--- config.mk ---
export PLATFORM = sky130hd
export DESIGN_NAME = ebi_ctrl
export DESIGN_NICKNAME = d
export VERILOG_FILES = /design/src/rtl/ebi_pkg.sv /design/src/rtl/ebi_seq.sv /design/src/rtl/ebi_pins.sv /design/src/rtl/ebi_csdec.sv /design/src/rtl/ebi_ctrl.sv
export SDC_FILE = /design/constraint.sdc
export NUM_CORES = 1
export LEC_CHECK = 0
export BUFFER_PORTS_ARGS = -buffer_cell sky130_fd_sc_hd__buf_2
export CORE_MARGIN = 3
export CORE_UTILIZATION = 30
export DETAILED_ROUTE_END_ITERATION = 8
export PLACE_DENSITY = 0.5
export REMOVE_ABC_BUFFERS = 1
export SLEW_MARGIN = 25
export SYNTH_ARGS = -nofsm -noshare
export SYNTH_HDL_FRONTEND = slang
export SYNTH_SLANG_ARGS = --single-unit
--- constraint.sdc ---
create_clock -name clk -period 2.3 [get_ports clk]
set_input_delay 0.115 -clock clk [delete_from_list [all_inputs] [get_ports clk]]
set_output_delay 0.115 -clock clk [all_outputs]
set_load 0.01 [all_outputs]
--- src/rtl/ebi_pkg.sv ---
// Shared types for the external bus controller.
// Assumes a 16-bit internal data path split into two byte lanes.
package ebi_pkg;
    localparam int BYTE_W = 8;
    localparam int DATA_W = 2 * BYTE_W;

    typedef enum logic [2:0] {
        PH_IDLE,
        PH_ADDR,
        PH_STRB,
        PH_REC,
        PH_HOLD
    } ebi_phase_e;
endpackage

--- src/rtl/ebi_seq.sv ---
// Bus cycle sequencer. It captures a request, splits it into byte or word
// bus cycles, steps each cycle through the address, strobe and recovery
// phases, inserts wait cycles while ready is low, grants hold from idle,
// and assembles read data.
// Assumes width8_i is static and req_i is held until done_o.
module ebi_seq
    import ebi_pkg::*;
#(
    parameter int ADDR_W = 20
) (
    input  logic                   clk,
    input  logic                   rst_n,
    input  logic                   req_i,
    input  logic                   we_i,
    input  logic [ADDR_W-1:0]      addr_i,
    input  logic [DATA_W-1:0]      wdata_i,
    input  logic [1:0]             be_i,
    input  logic                   width8_i,
    input  logic                   rdy_n_i,
    input  logic                   hold_n_i,
    input  logic [DATA_W-1:0]      d_i,
    output ebi_phase_e             phase_o,
    output logic [ADDR_W-1:0]      cur_addr_o,
    output logic                   lane_lo_o,
    output logic                   lane_hi_o,
    output logic                   we_o,
    output logic [DATA_W-1:0]      cur_wdata_o,
    output logic [DATA_W-1:0]      rdata_o,
    output logic                   done_o
);
    ebi_phase_e          ph_q, ph_d;
    logic [ADDR_W-1:0]   base_q;
    logic                we_q;
    logic [DATA_W-1:0]   wd_q;
    logic [1:0]          need_q;
    logic [DATA_W-1:0]   rd_q;
    logic                word_c;
    logic                b0_c;
    logic [1:0]          clr_c;
    logic [1:0]          left_c;
    logic [BYTE_W-1:0]   lane_byte;
    logic                start_c;

    // Pick the current piece of the request: a word, the first byte or the second byte.
    always_comb begin
        b0_c       = need_q[0];
        word_c     = need_q[0] & need_q[1] & ~width8_i & ~base_q[0];
        cur_addr_o = b0_c ? base_q : base_q + ADDR_W'(1);
        clr_c      = word_c ? 2'b11 : (b0_c ? 2'b01 : 2'b10);
        left_c     = need_q & ~clr_c;
        lane_lo_o  = width8_i | word_c | ~cur_addr_o[0];
        lane_hi_o  = ~width8_i & (word_c | cur_addr_o[0]);
        if (word_c)
            cur_wdata_o = wd_q;
        else if (b0_c)
            cur_wdata_o = {wd_q[BYTE_W-1:0], wd_q[BYTE_W-1:0]};
        else
            cur_wdata_o = {wd_q[DATA_W-1:BYTE_W], wd_q[DATA_W-1:BYTE_W]};
        lane_byte = lane_hi_o ? d_i[DATA_W-1:BYTE_W] : d_i[BYTE_W-1:0];
    end

    assign start_c = (ph_q == PH_IDLE) && hold_n_i && req_i;

    // Phase transitions.
    always_comb begin
        ph_d = ph_q;
        case (ph_q)
            PH_IDLE: if (!hold_n_i) ph_d = PH_HOLD;
                     else if (req_i) ph_d = PH_ADDR;
            PH_ADDR: ph_d = PH_STRB;
            PH_STRB: if (rdy_n_i) ph_d = PH_REC;
            PH_REC:  ph_d = (left_c != 2'b00) ? PH_ADDR : PH_IDLE;
            PH_HOLD: if (hold_n_i) ph_d = PH_IDLE;
            default: ph_d = PH_IDLE;
        endcase
    end

    // Phase register.
    always_ff @(posedge clk) begin
        if (!rst_n) ph_q <= PH_IDLE;
        else        ph_q <= ph_d;
    end

    // Request capture and tracking of the bytes still to be moved.
    always_ff @(posedge clk) begin
        if (!rst_n) begin
            base_q <= '0;
            we_q   <= 1'b0;
            wd_q   <= '0;
            need_q <= 2'b00;
        end else if (start_c) begin
            base_q <= addr_i;
            we_q   <= we_i;
            wd_q   <= wdata_i;
            need_q <= (be_i == 2'b00) ? 2'b01 : be_i;
        end else if (ph_q == PH_REC) begin
            need_q <= left_c;
        end
    end

    // Read data assembly at the end of the strobe phase.
    always_ff @(posedge clk) begin
        if (!rst_n)
            rd_q <= '0;
        else if (start_c)
            rd_q <= '0;
        else if (ph_q == PH_STRB && rdy_n_i && !we_q) begin
            if (word_c)    rd_q <= d_i;
            else if (b0_c) rd_q[BYTE_W-1:0] <= lane_byte;
            else           rd_q[DATA_W-1:BYTE_W] <= lane_byte;
        end
    end

    assign phase_o = ph_q;
    assign we_o    = we_q;
    assign rdata_o = rd_q;
    assign done_o  = (ph_q == PH_REC) && (left_c == 2'b00);


    wait_hold_chk: assert property (@(posedge clk) disable iff (!rst_n)
        (ph_q == PH_STRB && !rdy_n_i) |=> (ph_q == PH_STRB));

    hold_from_idle_chk: assert property (@(posedge clk) disable iff (!rst_n)
        (ph_q == PH_HOLD && $past(ph_q) != PH_HOLD) |-> ($past(ph_q) == PH_IDLE));

    done_then_free_chk: assert property (@(posedge clk) disable iff (!rst_n)
        done_o |=> (ph_q == PH_IDLE || ph_q == PH_ADDR));
endmodule

--- src/rtl/ebi_pins.sv ---
// Pin driver. It derives the strobes, the latch enable, the shared-lane
// address, the data lane enables and the bus release during hold from the
// current phase and piece.
// Assumes width8_i, mux_i and comb_cfg_i are static while a transaction runs.
module ebi_pins
    import ebi_pkg::*;
#(
    parameter int ADDR_W = 20
) (
    input  logic                   clk,
    input  logic                   rst_n,
    input  ebi_phase_e             phase_i,
    input  logic [ADDR_W-1:0]      cur_addr_i,
    input  logic                   lane_lo_i,
    input  logic                   lane_hi_i,
    input  logic                   we_i,
    input  logic [DATA_W-1:0]      wdata_i,
    input  logic                   width8_i,
    input  logic                   mux_i,
    input  logic                   comb_cfg_i,
    output logic                   active_o,
    output logic [ADDR_W-1:0]      a_o,
    output logic                   a_oe_o,
    output logic [DATA_W-1:0]      d_o,
    output logic [1:0]             d_oe_o,
    output logic                   rd_n_o,
    output logic                   wr_lo_n_o,
    output logic                   wr_hi_n_o,
    output logic                   ale_o,
    output logic                   ctl_oe_o,
    output logic                   hlda_n_o
);
    logic              strb, comb, bhe, wphase, aphase, held;
    logic [BYTE_W-1:0] mux_addr;

    // Phase decode and strobe scheme selection.
    always_comb begin
        aphase   = (phase_i == PH_ADDR);
        strb     = (phase_i == PH_STRB);
        held     = (phase_i == PH_HOLD);
        active_o = aphase | strb | (phase_i == PH_REC);
        comb     = width8_i | comb_cfg_i;
        bhe      = width8_i ? cur_addr_i[0] : lane_hi_i;
        wphase   = we_i & (strb | (phase_i == PH_REC));
        mux_addr = width8_i ? cur_addr_i[BYTE_W-1:0] : cur_addr_i[BYTE_W:1];
    end

    // Strobe outputs for both schemes.
    always_comb begin
        rd_n_o    = ~(strb & ~we_i);
        wr_lo_n_o = comb ? ~(strb & we_i) : ~(strb & we_i & lane_lo_i);
        wr_hi_n_o = comb ? ~(active_o & bhe) : ~(strb & we_i & lane_hi_i);
        ale_o     = aphase;
    end

    // Address, data lanes and release during hold.
    always_comb begin
        a_o       = cur_addr_i;
        a_oe_o    = ~held;
        ctl_oe_o  = ~held;
        hlda_n_o  = ~held;
        d_oe_o[0] = (aphase & mux_i) | (wphase & lane_lo_i);
        d_oe_o[1] = wphase & lane_hi_i;
        d_o       = (aphase & mux_i) ? {{BYTE_W{1'b0}}, mux_addr} : wdata_i;
    end


    rd_wr_excl_chk: assert property (@(posedge clk) disable iff (!rst_n)
        !(!rd_n_o && !wr_lo_n_o));

    ale_no_strobe_chk: assert property (@(posedge clk) disable iff (!rst_n)
        ale_o |-> (rd_n_o && wr_lo_n_o));
endmodule

--- src/rtl/ebi_csdec.sv ---
// Chip-select decoder. The top address bits pick one of CS_N external
// spaces while a bus cycle is active.
// Assumes CS_N is a power of two that is no larger than 2**ADDR_W.
module ebi_csdec #(
    parameter int ADDR_W = 20,
    parameter int CS_N   = 4
) (
    input  logic                clk,
    input  logic                rst_n,
    input  logic                active_i,
    input  logic [ADDR_W-1:0]   addr_i,
    output logic [CS_N-1:0]     cs_n_o
);
    localparam int SEL_W = $clog2(CS_N);

    logic [SEL_W-1:0] sel;
    assign sel = addr_i[ADDR_W-1 -: SEL_W];

    // One active-low select per external space.
    for (genvar k = 0; k < CS_N; k++) begin : g_cs
        assign cs_n_o[k] = ~(active_i && (sel == SEL_W'(k)));
    end


    cs_onehot_chk: assert property (@(posedge clk) disable iff (!rst_n)
        $onehot0(~cs_n_o));
endmodule

--- src/rtl/ebi_ctrl.sv ---
// External memory bus controller top. It connects the sequencer, the pin
// driver and the chip-select decoder.
// Assumes all inputs are synchronous to clk.
module ebi_ctrl
    import ebi_pkg::*;
#(
    parameter int ADDR_W = 20,
    parameter int CS_N   = 4
) (
    input  logic                clk,
    input  logic                rst_n,
    input  logic                req_i,
    input  logic                we_i,
    input  logic [ADDR_W-1:0]   addr_i,
    input  logic [DATA_W-1:0]   wdata_i,
    input  logic [1:0]          be_i,
    output logic [DATA_W-1:0]   rdata_o,
    output logic                done_o,
    input  logic                width8_i,
    input  logic                mux_mode_i,
    input  logic                strobe_comb_i,
    input  logic                rdy_n_i,
    input  logic                hold_n_i,
    output logic                hlda_n_o,
    output logic [ADDR_W-1:0]   a_o,
    output logic                a_oe_o,
    input  logic [DATA_W-1:0]   d_i,
    output logic [DATA_W-1:0]   d_o,
    output logic [1:0]          d_oe_o,
    output logic [CS_N-1:0]     cs_n_o,
    output logic                rd_n_o,
    output logic                wr_lo_n_o,
    output logic                wr_hi_n_o,
    output logic                ale_o,
    output logic                ctl_oe_o
);
    ebi_phase_e          phase;
    logic [ADDR_W-1:0]   cur_addr;
    logic                lane_lo, lane_hi, cyc_we, active;
    logic [DATA_W-1:0]   cur_wdata;

    ebi_seq #(.ADDR_W(ADDR_W)) seq_i (
        .clk(clk), .rst_n(rst_n), .req_i(req_i), .we_i(we_i),
        .addr_i(addr_i), .wdata_i(wdata_i), .be_i(be_i),
        .width8_i(width8_i), .rdy_n_i(rdy_n_i), .hold_n_i(hold_n_i),
        .d_i(d_i), .phase_o(phase), .cur_addr_o(cur_addr),
        .lane_lo_o(lane_lo), .lane_hi_o(lane_hi), .we_o(cyc_we),
        .cur_wdata_o(cur_wdata), .rdata_o(rdata_o), .done_o(done_o)
    );

    ebi_pins #(.ADDR_W(ADDR_W)) pins_i (
        .clk(clk), .rst_n(rst_n), .phase_i(phase), .cur_addr_i(cur_addr),
        .lane_lo_i(lane_lo), .lane_hi_i(lane_hi), .we_i(cyc_we),
        .wdata_i(cur_wdata), .width8_i(width8_i), .mux_i(mux_mode_i),
        .comb_cfg_i(strobe_comb_i), .active_o(active), .a_o(a_o),
        .a_oe_o(a_oe_o), .d_o(d_o), .d_oe_o(d_oe_o), .rd_n_o(rd_n_o),
        .wr_lo_n_o(wr_lo_n_o), .wr_hi_n_o(wr_hi_n_o), .ale_o(ale_o),
        .ctl_oe_o(ctl_oe_o), .hlda_n_o(hlda_n_o)
    );

    ebi_csdec #(.ADDR_W(ADDR_W), .CS_N(CS_N)) csdec_i (
        .clk(clk), .rst_n(rst_n), .active_i(active), .addr_i(cur_addr),
        .cs_n_o(cs_n_o)
    );
endmodule

==> metrics.md, run 1 <==
| Metric | Value |
|---|---|
| Status | `completed` |
| Drt total wl | `10,900 um` |
| Kind of critical path | `flip-flop to primary output` |
| Post-synth top area cell | `dfxtp_1` |
| Root Driver | `clkbuf_16` |
| Vias in the first global route | `3,433` |
| Nature of the critical path startpoint | `flip-flop` |
| WP data required | `2.18 ns` |
| Fmax | `0.439 GHz` |
| Most used flip-flop cell after synthesis | `dfxtp_1` |
| Period utilisation layout | `0.990` |
| Pre-CTS setup slack | `0.224 ns` |
| Seq cells post-synth | `58` |
| Worst-Margin Slew | `0.655 ns` |
| LEAKAGE | `2.07 nW` |
| Row cnt | `38` |
| Avg WL per Cell | `15.3 um` |
| Pin count of the biggest net entering global routing | `27` |
| Final Max Tran Viols | `0` |
| Remaining DRCs | `0` |
| Total number of vias | `3,451` |
| Fillers | `1,164` |
| Worst min path class | `input port to flip-flop` |
| Synth top area share | `0.339` |
| Register area share after synthesis | `0.339` |
| Grt ovf | `0` |
| PortBufs | `128` |
| Clock Skew | `0.0104 ns` |
| DRT Pass-1 Iters | `4` |
| CTS tree | `done` |
| Commonest non-fill, non-tap cell in the layout | `buf_2` |
| Placed inst area | `4220 um2` |
| Most frequent cells in the layout | `128 x buf_2, 91 x nand2_1, 45 x dfxtp_1` |
| Endpoint class of the critical path | `primary output` |
| Die area | `12,700 um2` |
| Clock buffer count from CTS | `9` |
| Avg Cell Area, Syn | `7.92 um2` |
| Post-Syn Area | `3420 um2` |
| Reg2Reg Depth | `6` |
| Global-route wire length before repair | `17,400 um` |
| Max-Cap Viols | `0` |
| Power per cell area | `608 nW/um2` |
| Antenna violations before repair | `0` |
| Final ANT Viol Nets | `0` |
| Total of warnings raised by yosys | `0` |
| Utilization after layout | `0.423` |
| GP Congestion | `0.839` |
| Ys async rst share | `0` |
| Arrival time worst endpoint | `2.16 ns` |
| P&R area growth vs syn | `35.8%` |
| Worst VDD drop | `0.000351 V` |
| Top Ports | `129` |
| Number of distinct library cells after synthesis | `54` |
| Final setup fails | `0` |
| Die Y | `113 um` |
| Ant diodes | `0` |
| Slew Limit Headroom | `0.563` |
| Vias per inst | `4.87` |
| Clk_lat worst skew | `0.32 ns` |
| Clock Sinks | `58` |
| DP HPWL | `7980 um` |
| Final hold violations | `0` |
| Reg clk slew, reported paths | `0.05 ns` |
| EDFF count, synth | `0` |
| DIE WIDTH | `113 um` |
| Htree depth | `3` |
| Initial DRC count | `130` |
| Worst Path Max Fanout | `3` |
| Top cells by area, synth | `dfxtp_1 34%, nand2_1 10%, mux2i_1 8.8%, a21boi_0 8.1%, nor2_1 4.3%` |
| Nets | `628` |
| Starting Density | `0.312` |
| Cells after Synth | `432` |
| Final instance area | `4650 um2` |
| Hold path cells | `3` |
| Ratio of cells with drive above 1 in the final layout | `0.360` |
| Final Worst Setup Slack | `0.0222 ns` |
| GRT Total Usage | `0.170` |
| Clk buf depth | `2` |
| Tmin final | `2.28 ns` |
| Hold WS | `0.0360 ns` |
| RSZ-0062 raised after global routing | `yes` |
| Core Area | `11,000 um2` |
==> cells in the mapped netlist, types with 7 or more instances <==
library cell  number
nor4_1             7
mux2i_1           30
a211oi_1          18
inv_1             12
dfxtp_1           58
xnor2_1           11
nor2_1            39
buf_2              8
a21boi_0          37
nand2_1           92
clkbuf_1          17
xor2_1             9
==> stage by stage <==
step	TNS (ns)	total power, mW	cells
global placement	0	1.59	683
CTS	0	2.87	707
global route	-0.101	2.96	709
finish	0	2.83	709
floorplan	-45.65	1.37	397
detailed placement	0	1.59	683
==> final cells by class <==
cell class              count  area, um2  area share
flip-flops and latches     58       1180       0.255
multi-input cells         327       2110       0.453
well taps                 140        175      0.0377
clock inverters             4       26.3     0.00565
clock buffers              12        256      0.0552
repair buffers            156        853       0.184
inverters                  12       45.0     0.00969
==> final timing paths <==
check / end / slack (ns) / from
worst max register to register: seq_i.rdata_o[12] / 0.47 / seq_i.phase_o[0]
worst max-delay path: cs_n_o[3] / 0.02 / seq_i.base_q[8]
worst min-delay path: seq_i.base_q[10] / 0.04 / addr_i[10]
worst min register to register: seq_i.wd_q[14] / 0.47 / seq_i.wd_q[14]
==> power by group <==
part	switching (mW)	leakage, nW	internal (mW)
sequential	0.0420	0.478	1.05
combinational	0.277	1.45	0.213
clock	0.459	0.139	0.785
==> timing repair <==
action                                 CTS  global route
setup buffers                            7             2
hold buffers                             1             0
setup endpoints to repair                2            21
endpoints found under the hold margin    1             0
resized for setup                       14            13
cloned                                   0             0
pin swaps                                2             4
==> sequential cells by signal, summed over array words and instances, names as in the netlist <==
signal and flops:
seq_i.phase_o 3, seq_i.we_o 1, seq_i.need_q 2, seq_i.base_q 20, seq_i.rdata_o 16, seq_i.wd_q 16
==> critical path, stage by stage (launching register included) <==
cell	delay (ns)
dfxtp_2	0.33
and3_4	0.19
or4b_4	0.46
or4_4	0.51
a32oi_1	0.20
buf_2	0.15
==> layer usage <==
metal | global-route usage | part of all wire | vias to the layer above
met3 | 0.0412 | 0.052 | 4
met2 | 0.270 | 0.45 | 85
met5 | 0 | 0 | -
li1 | - | - | 1771
met4 | 0.0417 | 0.0066 | 0
met1 | 0.232 | 0.49 | 1591
==> cell families after synthesis <==
group	after synthesis	synth area share
flip-flops	58	0.339
AO/OA/AOI/OAI	85	0.192
multiplexers	30	0.0878
AND/OR/NAND/NOR	191	0.267
buffers and inverters	47	0.0600
adder cells (fa/ha/maj)	1	0.00366
XOR/XNOR	20	0.0512
No activity file was read; power rests on OpenSTA's default activity.
==> inputs of run 2 (changes only) <==
--- a/config.mk
+++ b/config.mk
@@ -5,9 +5,11 @@
 export SDC_FILE = /design/constraint.sdc
 export NUM_CORES = 1
 export LEC_CHECK = 0
+export ABC_CLOCK_PERIOD_IN_PS = 2300
 export BUFFER_PORTS_ARGS = -buffer_cell sky130_fd_sc_hd__buf_2
 export CORE_MARGIN = 3
 export CORE_UTILIZATION = 30
+export CTS_BUF_LIST = sky130_fd_sc_hd__clkbuf_8
 export DETAILED_ROUTE_END_ITERATION = 8
 export PLACE_DENSITY = 0.5
 export REMOVE_ABC_BUFFERS = 1
==> run 2 against run 1 <==
  * Maximum frequency shrank 0.63%
  * Worst setup slack lost 0.014 ns
  * Flip-flop and latch count is the same
  * Sequential share of layout area grew 0.58 points
  * Critical endpoint unchanged
  * Largest cell class unchanged
  * Highest routed layer unchanged
==> metrics.md, run 2 (synthesized netlist as in run 1, its figures left out) <==
| Metric | Value |
|---|---|
| Status | `completed (unchanged)` |
| Final Max Tran Viols | `0 (unchanged)` |
| Grt ovf | `0 (unchanged)` |
| Clk buf depth | `2 (unchanged)` |
| Hold WS | `0.0171 ns (was 0.0360 ns)` |
| GP Congestion | `0.839 (unchanged)` |
| P_int | `1.71 mW (was 2.05 mW)` |
| Htree depth | `3 (unchanged)` |
| Top Ports | `129 (unchanged)` |
| Worst-Margin Slew | `0.660 ns (was 0.655 ns)` |
| Reg2Reg Depth | `6 (unchanged)` |
| Final ANT Viol Nets | `0 (unchanged)` |
| DIE WIDTH | `113 um (unchanged)` |
| Critical-path cell list | `and3_4, or4b_4, or4_4, a32oi_1, buf_2 (unchanged)` |
| WP data required | `2.18 ns (about the same)` |
| Clk_lat worst skew | `0.33 ns (was 0.32 ns)` |
| Slew Limit Headroom | `0.560 (was 0.563)` |
| DRT Pass-1 Iters | `4 (unchanged)` |
| Critical-path top delay cell | `or4_4 (unchanged)` |
| Worst hold start | `addr_i[10] (unchanged)` |
| Reg2reg setup slack | `0.46 ns (was 0.47 ns)` |
| CP startpoint | `seq_i.base_q[8] (unchanged)` |
| Worst min path class | `input port to flip-flop (unchanged)` |
| Max-Cap Viols | `0 (unchanged)` |
| CTS tree | `done (unchanged)` |
| Pre-CTS setup slack | `0.224 ns (unchanged)` |
| Largest register FFs | `20 (unchanged)` |
| Commonest non-fill, non-tap cell in the layout | `buf_2 (unchanged)` |
| Pin count of the biggest net entering global routing | `27 (unchanged)` |
| Total number of vias | `3,461 (was 3,451)` |
| Final instance area | `4520 um2 (was 4650 um2)` |
| DP HPWL | `7980 um (unchanged)` |
| Worst VDD drop | `0.000265 V (was 0.000351 V)` |
| Tmin final | `2.29 ns (was 2.28 ns)` |
| Final setup fails | `0 (unchanged)` |
| Clock Sinks | `58 (unchanged)` |
| RSZ-0062 raised after global routing | `yes (unchanged)` |
| Clock Skew | `0.00910 ns (was 0.0104 ns)` |
| Arrival time worst endpoint | `2.18 ns (was 2.16 ns)` |
| PortBufs | `128 (unchanged)` |
| Core Area | `11,000 um2 (unchanged)` |
| Net load switching power | `739 uW (was 778 uW)` |
| Fmax | `0.436 GHz (was 0.439 GHz)` |
| Endpoint class of the critical path | `primary output (unchanged)` |
| Critical Path End | `cs_n_o[3] (unchanged)` |
| Drt total wl | `10,800 um (was 10,900 um)` |
| Placed inst area | `4220 um2 (unchanged)` |
| Global-route wire length before repair | `17,400 um (about the same)` |
| Crit-path max cell delay | `0.50 ns (was 0.51 ns)` |
| Critical R2R Launch | `seq_i.phase_o[0] (unchanged)` |
| Power per cell area | `540 nW/um2 (was 608 nW/um2)` |
| GRT Total Usage | `0.170 (about the same)` |
| Root Driver | `clkbuf_8 (was clkbuf_16)` |
| LEAKAGE | `2.02 nW (was 2.07 nW)` |
| Row cnt | `38 (unchanged)` |
| P&R area growth vs syn | `32.2% (was 35.8%)` |
| Antenna violations before repair | `0 (unchanged)` |
| Clock Power Share | `0.354 (was 0.440)` |
| Die area | `12,700 um2 (unchanged)` |
| Starting Density | `0.312 (unchanged)` |
| Vias in the first global route | `3,448 (was 3,433)` |
| Most frequent cells in the layout | `128 x buf_2, 91 x nand2_1, 45 x dfxtp_1 (unchanged)` |
| Avg WL per Cell | `15.3 um (about the same)` |
| Nature of the critical path startpoint | `flip-flop (unchanged)` |
| Switching part of the total | `0.302 (was 0.275)` |
| Reg power frac | `0.446 (was 0.386)` |
| Kind of critical path | `flip-flop to primary output (unchanged)` |
| Initial DRC count | `117 (was 130)` |
| Worst Path Max Fanout | `4 (was 3)` |
| Period utilisation layout | `0.997 (was 0.990)` |
| R2r endpoint | `seq_i.rdata_o[14] (was seq_i.rdata_o[12])` |
| Final Worst Setup Slack | `0.00788 ns (was 0.0222 ns)` |
| Vias per inst | `4.88 (was 4.87)` |
| Remaining DRCs | `0 (unchanged)` |
| Final hold violations | `0 (unchanged)` |
| Die Y | `113 um (unchanged)` |
| Reg clk slew, reported paths | `0.07 ns (was 0.05 ns)` |
| Combinational share of power | `0.200 (was 0.173)` |
| Ratio of cells with drive above 1 in the final layout | `0.357 (was 0.360)` |
| Clock buffer count from CTS | `9 (unchanged)` |
| Nets | `627 (was 628)` |
| Top reg by flops | `seq_i.base_q (unchanged)` |
run 2: routing by layer:
layer | part of all wire | vias to the layer above | global-route usage
met5 | 0 | - | 0
met4 | 0.011 | 0 | 0.0441
met3 | 0.054 | 12 | 0.0412
met2 | 0.45 | 94 | 0.270
met1 | 0.48 | 1591 | 0.232
li1 | - | 1764 | -
run 2: final cells by class:
type	count	area [um2]
diodes	1	2.50
fillers	1181	6460
flip-flops and latches	58	1180
repair buffers	155	846
clock inverters	5	30.0
clock buffers	11	151
multi-input cells	327	2090
well taps	140	175
inverters	12	45.0
run 2: critical path: cells and delay by family (launching register included):
family	cells	cell delay, ns
compound gates	1	0.20
buf+inv	1	0.15
flops	1	0.34
simple gates	3	1.16
run 2: per-stage QoR:
stage | util | setup TNS [ns] | instances | total power, mW
2_1_floorplan | - | -45.65 | 397 | 1.37
4_1_cts | 0.409 | -0.0216 | 707 | 2.48
5_1_grt | 0.412 | -0.190 | 708 | 2.58
3_5_place_dp | 0.385 | 0 | 683 | 1.59
6_report | 0.412 | 0 | 709 | 2.44
3_3_place_gp | 0.385 | 0 | 683 | 1.59
run 2: worst min path at each step:
stage | endpoint | slack (ns) | cells after the start
floorplan | seq_i.phase_o[2] | 0.19 | 1
global placement | seq_i.phase_o[2] | 0.33 | 2
detailed placement | seq_i.phase_o[2] | 0.33 | 2
CTS | seq_i.base_q[10] | 0.004 | 3
global route | seq_i.base_q[17] | 0.01 | 3
finish | seq_i.base_q[10] | 0.02 | 3
run 2: what timing repair did:
item,CTS,global route
hold buffers,1,0
gates resized for setup,15,8
pin swaps,2,3
buffers inserted,7,1
endpoints found under the setup margin,3,20
endpoints found under the hold margin,1,0
run 2: power groups by stage:
stage | Sequential [mW] | Clock [mW] | Combinational, mW
floorplan | 1.12 | 0 | 0.250
finish | 1.09 | 0.866 | 0.489
CTS | 1.09 | 0.902 | 0.493
global route | 1.10 | 0.937 | 0.542
detailed placement | 1.11 | 0 | 0.475
global placement | 1.11 | 0 | 0.473
==> inputs of run 3 (changes only) <==
--- a/config.mk
+++ b/config.mk
@@ -12,6 +12,7 @@
 export CTS_BUF_LIST = sky130_fd_sc_hd__clkbuf_8
 export DETAILED_ROUTE_END_ITERATION = 8
 export PLACE_DENSITY = 0.5
+export RECOVER_POWER = 100
 export REMOVE_ABC_BUFFERS = 1
 export SLEW_MARGIN = 25
 export SYNTH_ARGS = -nofsm -noshare
==> run 3 against run 2 <==
  * Non-clock buffer count stayed put
  * Via count rose by 0.14%
  * Combinational power shrank 3%
  * Worst setup slack lost 0.0039 ns
  * Count of clock-buffer cells in the layout unchanged
  * Sequential share of layout area grew 0.49 points
  * Critical endpoint unchanged
  * Highest routed layer unchanged
==> metrics.md, run 3 (synthesized netlist as in run 1, its figures left out) <==
| Metric | Value |
|---|---|
| GP Congestion | `0.839 (unchanged)` |
| CTS tree | `done (unchanged)` |
| Vias per inst | `4.90 (was 4.88)` |
| Initial DRC count | `120 (was 117)` |
| Kind of critical path | `flip-flop to primary output (unchanged)` |
| Clock Skew | `0.00948 ns (was 0.00910 ns)` |
| GRT Total Usage | `0.170 (unchanged)` |
| Arrival time worst endpoint | `2.18 ns (about the same)` |
| Final hold violations | `0 (unchanged)` |
| Vias in the first global route | `3,448 (unchanged)` |
| Drt total wl | `10,800 um (about the same)` |
| Avg WL per Cell | `15.3 um (about the same)` |
| R2r endpoint | `seq_i.rdata_o[14] (unchanged)` |
| Hold WS | `0.0179 ns (was 0.0171 ns)` |
| P&R area growth vs syn | `29.7% (was 32.2%)` |
| Worst hold start | `addr_i[10] (unchanged)` |
| Row cnt | `38 (unchanged)` |
| Clock buffer count from CTS | `9 (unchanged)` |
| Worst path depth | `5 (unchanged)` |
| PortBufs | `128 (unchanged)` |
| Most frequent cells in the layout | `91 x nand2_1, 83 x buf_2, 46 x dfxtp_1 (was 128 x buf_2, 91 x nand2_1, 45 x dfxtp_1)` |
| Clk buf depth | `2 (unchanged)` |
| Grt ovf | `0 (unchanged)` |
| Worst min path class | `input port to flip-flop (unchanged)` |
| DRT Pass-1 Iters | `4 (unchanged)` |
| Antenna violations before repair | `0 (unchanged)` |
| Fillers | `1,204 (was 1,181)` |
| Ratio of cells with drive above 1 in the final layout | `0.268 (was 0.357)` |
| Die area | `12,700 um2 (unchanged)` |
| Net load switching power | `740 uW (was 739 uW)` |
| Nature of the critical path startpoint | `flip-flop (unchanged)` |
| Worst Path Max Fanout | `4 (unchanged)` |
| Final Max Tran Viols | `0 (unchanged)` |
| Slew Limit Headroom | `0.561 (was 0.560)` |
| Largest register FFs | `20 (unchanged)` |
| LEAKAGE | `1.83 nW (was 2.02 nW)` |
| Reg2reg setup slack | `0.11 ns (was 0.46 ns)` |
| Total number of vias | `3,466 (was 3,461)` |
| Buf/Inv on CP | `1 (unchanged)` |
| Fmax | `0.436 GHz (about the same)` |
| Worst VDD drop | `0.000264 V (was 0.000265 V)` |
| Global-route wire length before repair | `17,400 um (unchanged)` |
| Reg2Reg Depth | `5 (was 6)` |
| FF/Latch Area | `1180 um2 (about the same)` |
| Commonest non-fill, non-tap cell in the layout | `nand2_1 (was buf_2)` |
| Crit-path max cell delay | `0.50 ns (about the same)` |
| Total Power | `2.43 mW (was 2.44 mW)` |
| Critical Path End | `cs_n_o[3] (unchanged)` |
| Tmin final | `2.30 ns (was 2.29 ns)` |
| Period utilisation layout | `0.998 (was 0.997)` |
| Top reg by flops | `seq_i.base_q (unchanged)` |
| Reg power frac | `0.448 (was 0.446)` |
| Critical R2R Launch | `seq_i.phase_o[1] (was seq_i.phase_o[0])` |
| Max-Cap Viols | `0 (unchanged)` |
| WP data required | `2.18 ns (about the same)` |
| Starting Density | `0.312 (unchanged)` |
| Switching part of the total | `0.304 (was 0.302)` |
| CP startpoint | `seq_i.base_q[8] (unchanged)` |
| Endpoint class of the critical path | `primary output (unchanged)` |
| Power per cell area | `548 nW/um2 (was 540 nW/um2)` |
| Nets | `627 (unchanged)` |
| Placed inst area | `4220 um2 (unchanged)` |
| Clock Power Share | `0.356 (was 0.354)` |
| Multi-input logic area | `2080 um2 (was 2090 um2)` |
| Combinational share of power | `0.196 (was 0.200)` |
| Htree depth | `3 (unchanged)` |
| Die Y | `113 um (unchanged)` |
| DIE WIDTH | `113 um (unchanged)` |
| Remaining DRCs | `0 (unchanged)` |
| Core Area | `11,000 um2 (unchanged)` |
| Largest delay share family, worst path | `simple AND/OR/NAND/NOR gates (unchanged)` |
| Final instance area | `4440 um2 (was 4520 um2)` |
| Pin count of the biggest net entering global routing | `27 (unchanged)` |
| Placed insts | `683 (unchanged)` |
| Clock Sinks | `58 (unchanged)` |
| Critical-path cell list | `and3_4, or4b_4, or4_4, a32oi_1, buf_2 (unchanged)` |
| Status | `completed (unchanged)` |
| Reg clk slew, reported paths | `0.07 ns (about the same)` |
| P_int | `1.69 mW (was 1.71 mW)` |
| Critical-path top delay cell | `or4_4 (unchanged)` |
| Cell Count, Final, Fillers Out | `708 (was 709)` |
| Final ANT Viol Nets | `0 (unchanged)` |
| Ant diodes | `0 (was 1)` |
| RSZ-0062 raised after global routing | `yes (unchanged)` |
| Clk_lat worst skew | `0.33 ns (about the same)` |
| Worst-Margin Slew | `0.658 ns (was 0.660 ns)` |
| Root Driver | `clkbuf_8 (unchanged)` |
| DP HPWL | `7980 um (unchanged)` |
| Top Ports | `129 (unchanged)` |
| Final setup fails | `0 (unchanged)` |
run 3: changes by cell type in the layout (fill, tap and decap cells not counted), sizes merged:
| cell | previous run | this run |
|---|---|---|
| diode | 1 | 0 |
| buf | 154 | 103 |
| clkbuf | 11 | 62 |
run 3: metrics by stage:
stage | setup TNS, ns | util | worst slack [ns]
2_1_floorplan | -45.65 | - | -1.26
3_3_place_gp | 0 | 0.385 | 0.258
3_5_place_dp | 0 | 0.385 | 0.224
4_1_cts | -0.0216 | 0.409 | -0.0216
5_1_grt | -0.462 | 0.404 | -0.0964
6_report | 0 | 0.404 | 0.00401
run 3: worst min path at each step:
stage                  endpoint  slack [ns]  cells past startpoint
2_1_floorplan  seq_i.phase_o[2]        0.19                      1
3_3_place_gp   seq_i.phase_o[2]        0.33                      2
5_1_grt        seq_i.base_q[17]        0.01                      3
6_report       seq_i.base_q[10]        0.02                      3
4_1_cts        seq_i.base_q[10]       0.004                      3
3_5_place_dp   seq_i.phase_o[2]        0.33                      2
run 3: power groups by stage:
stage	registers [mW]	logic, mW	clock network (mW)
2_1_floorplan	1.12	0.250	0
3_3_place_gp	1.11	0.473	0
3_5_place_dp	1.11	0.475	0
4_1_cts	1.09	0.493	0.902
5_1_grt	1.10	0.530	0.937
6_report	1.09	0.476	0.867
run 3: area by class of cell:
| type | count | share of cell area |
|---|---|---|
| clock inverters | 5 | 0.00677 |
| inverters | 12 | 0.0102 |
| flip-flops and latches | 58 | 0.266 |
| clock buffers | 11 | 0.0341 |
| well taps | 140 | 0.0395 |
| repair buffers | 155 | 0.175 |
| multi-input cells | 327 | 0.469 |
run 3: worst reg2reg max path: cells and delay by family (launching register included):
family                 cells  cell delay (ns)
and+or+nand+nor            2             0.71
DFF                        1             0.55
buffers and inverters      1             0.34
AOI/OAI and AO/OA          2             0.48
run 3: per-layer routing:
metal | wire length, um | GRT usage | vias to the layer above
li1 | - | - | 1760
met1 | 5240 | 0.232 | 1604
met2 | 4910 | 0.270 | 93
met3 | 592 | 0.0412 | 9
met4 | 93 | 0.0441 | 0
met5 | 0 | 0 | -
run 3: what timing repair did:
action	in CTS	in global routing
endpoints found under the hold margin	1	0
endpoints found under the setup margin	3	20
hold buffers	1	0
gates resized for setup	15	8
buffers inserted	7	1
pin swaps	2	3
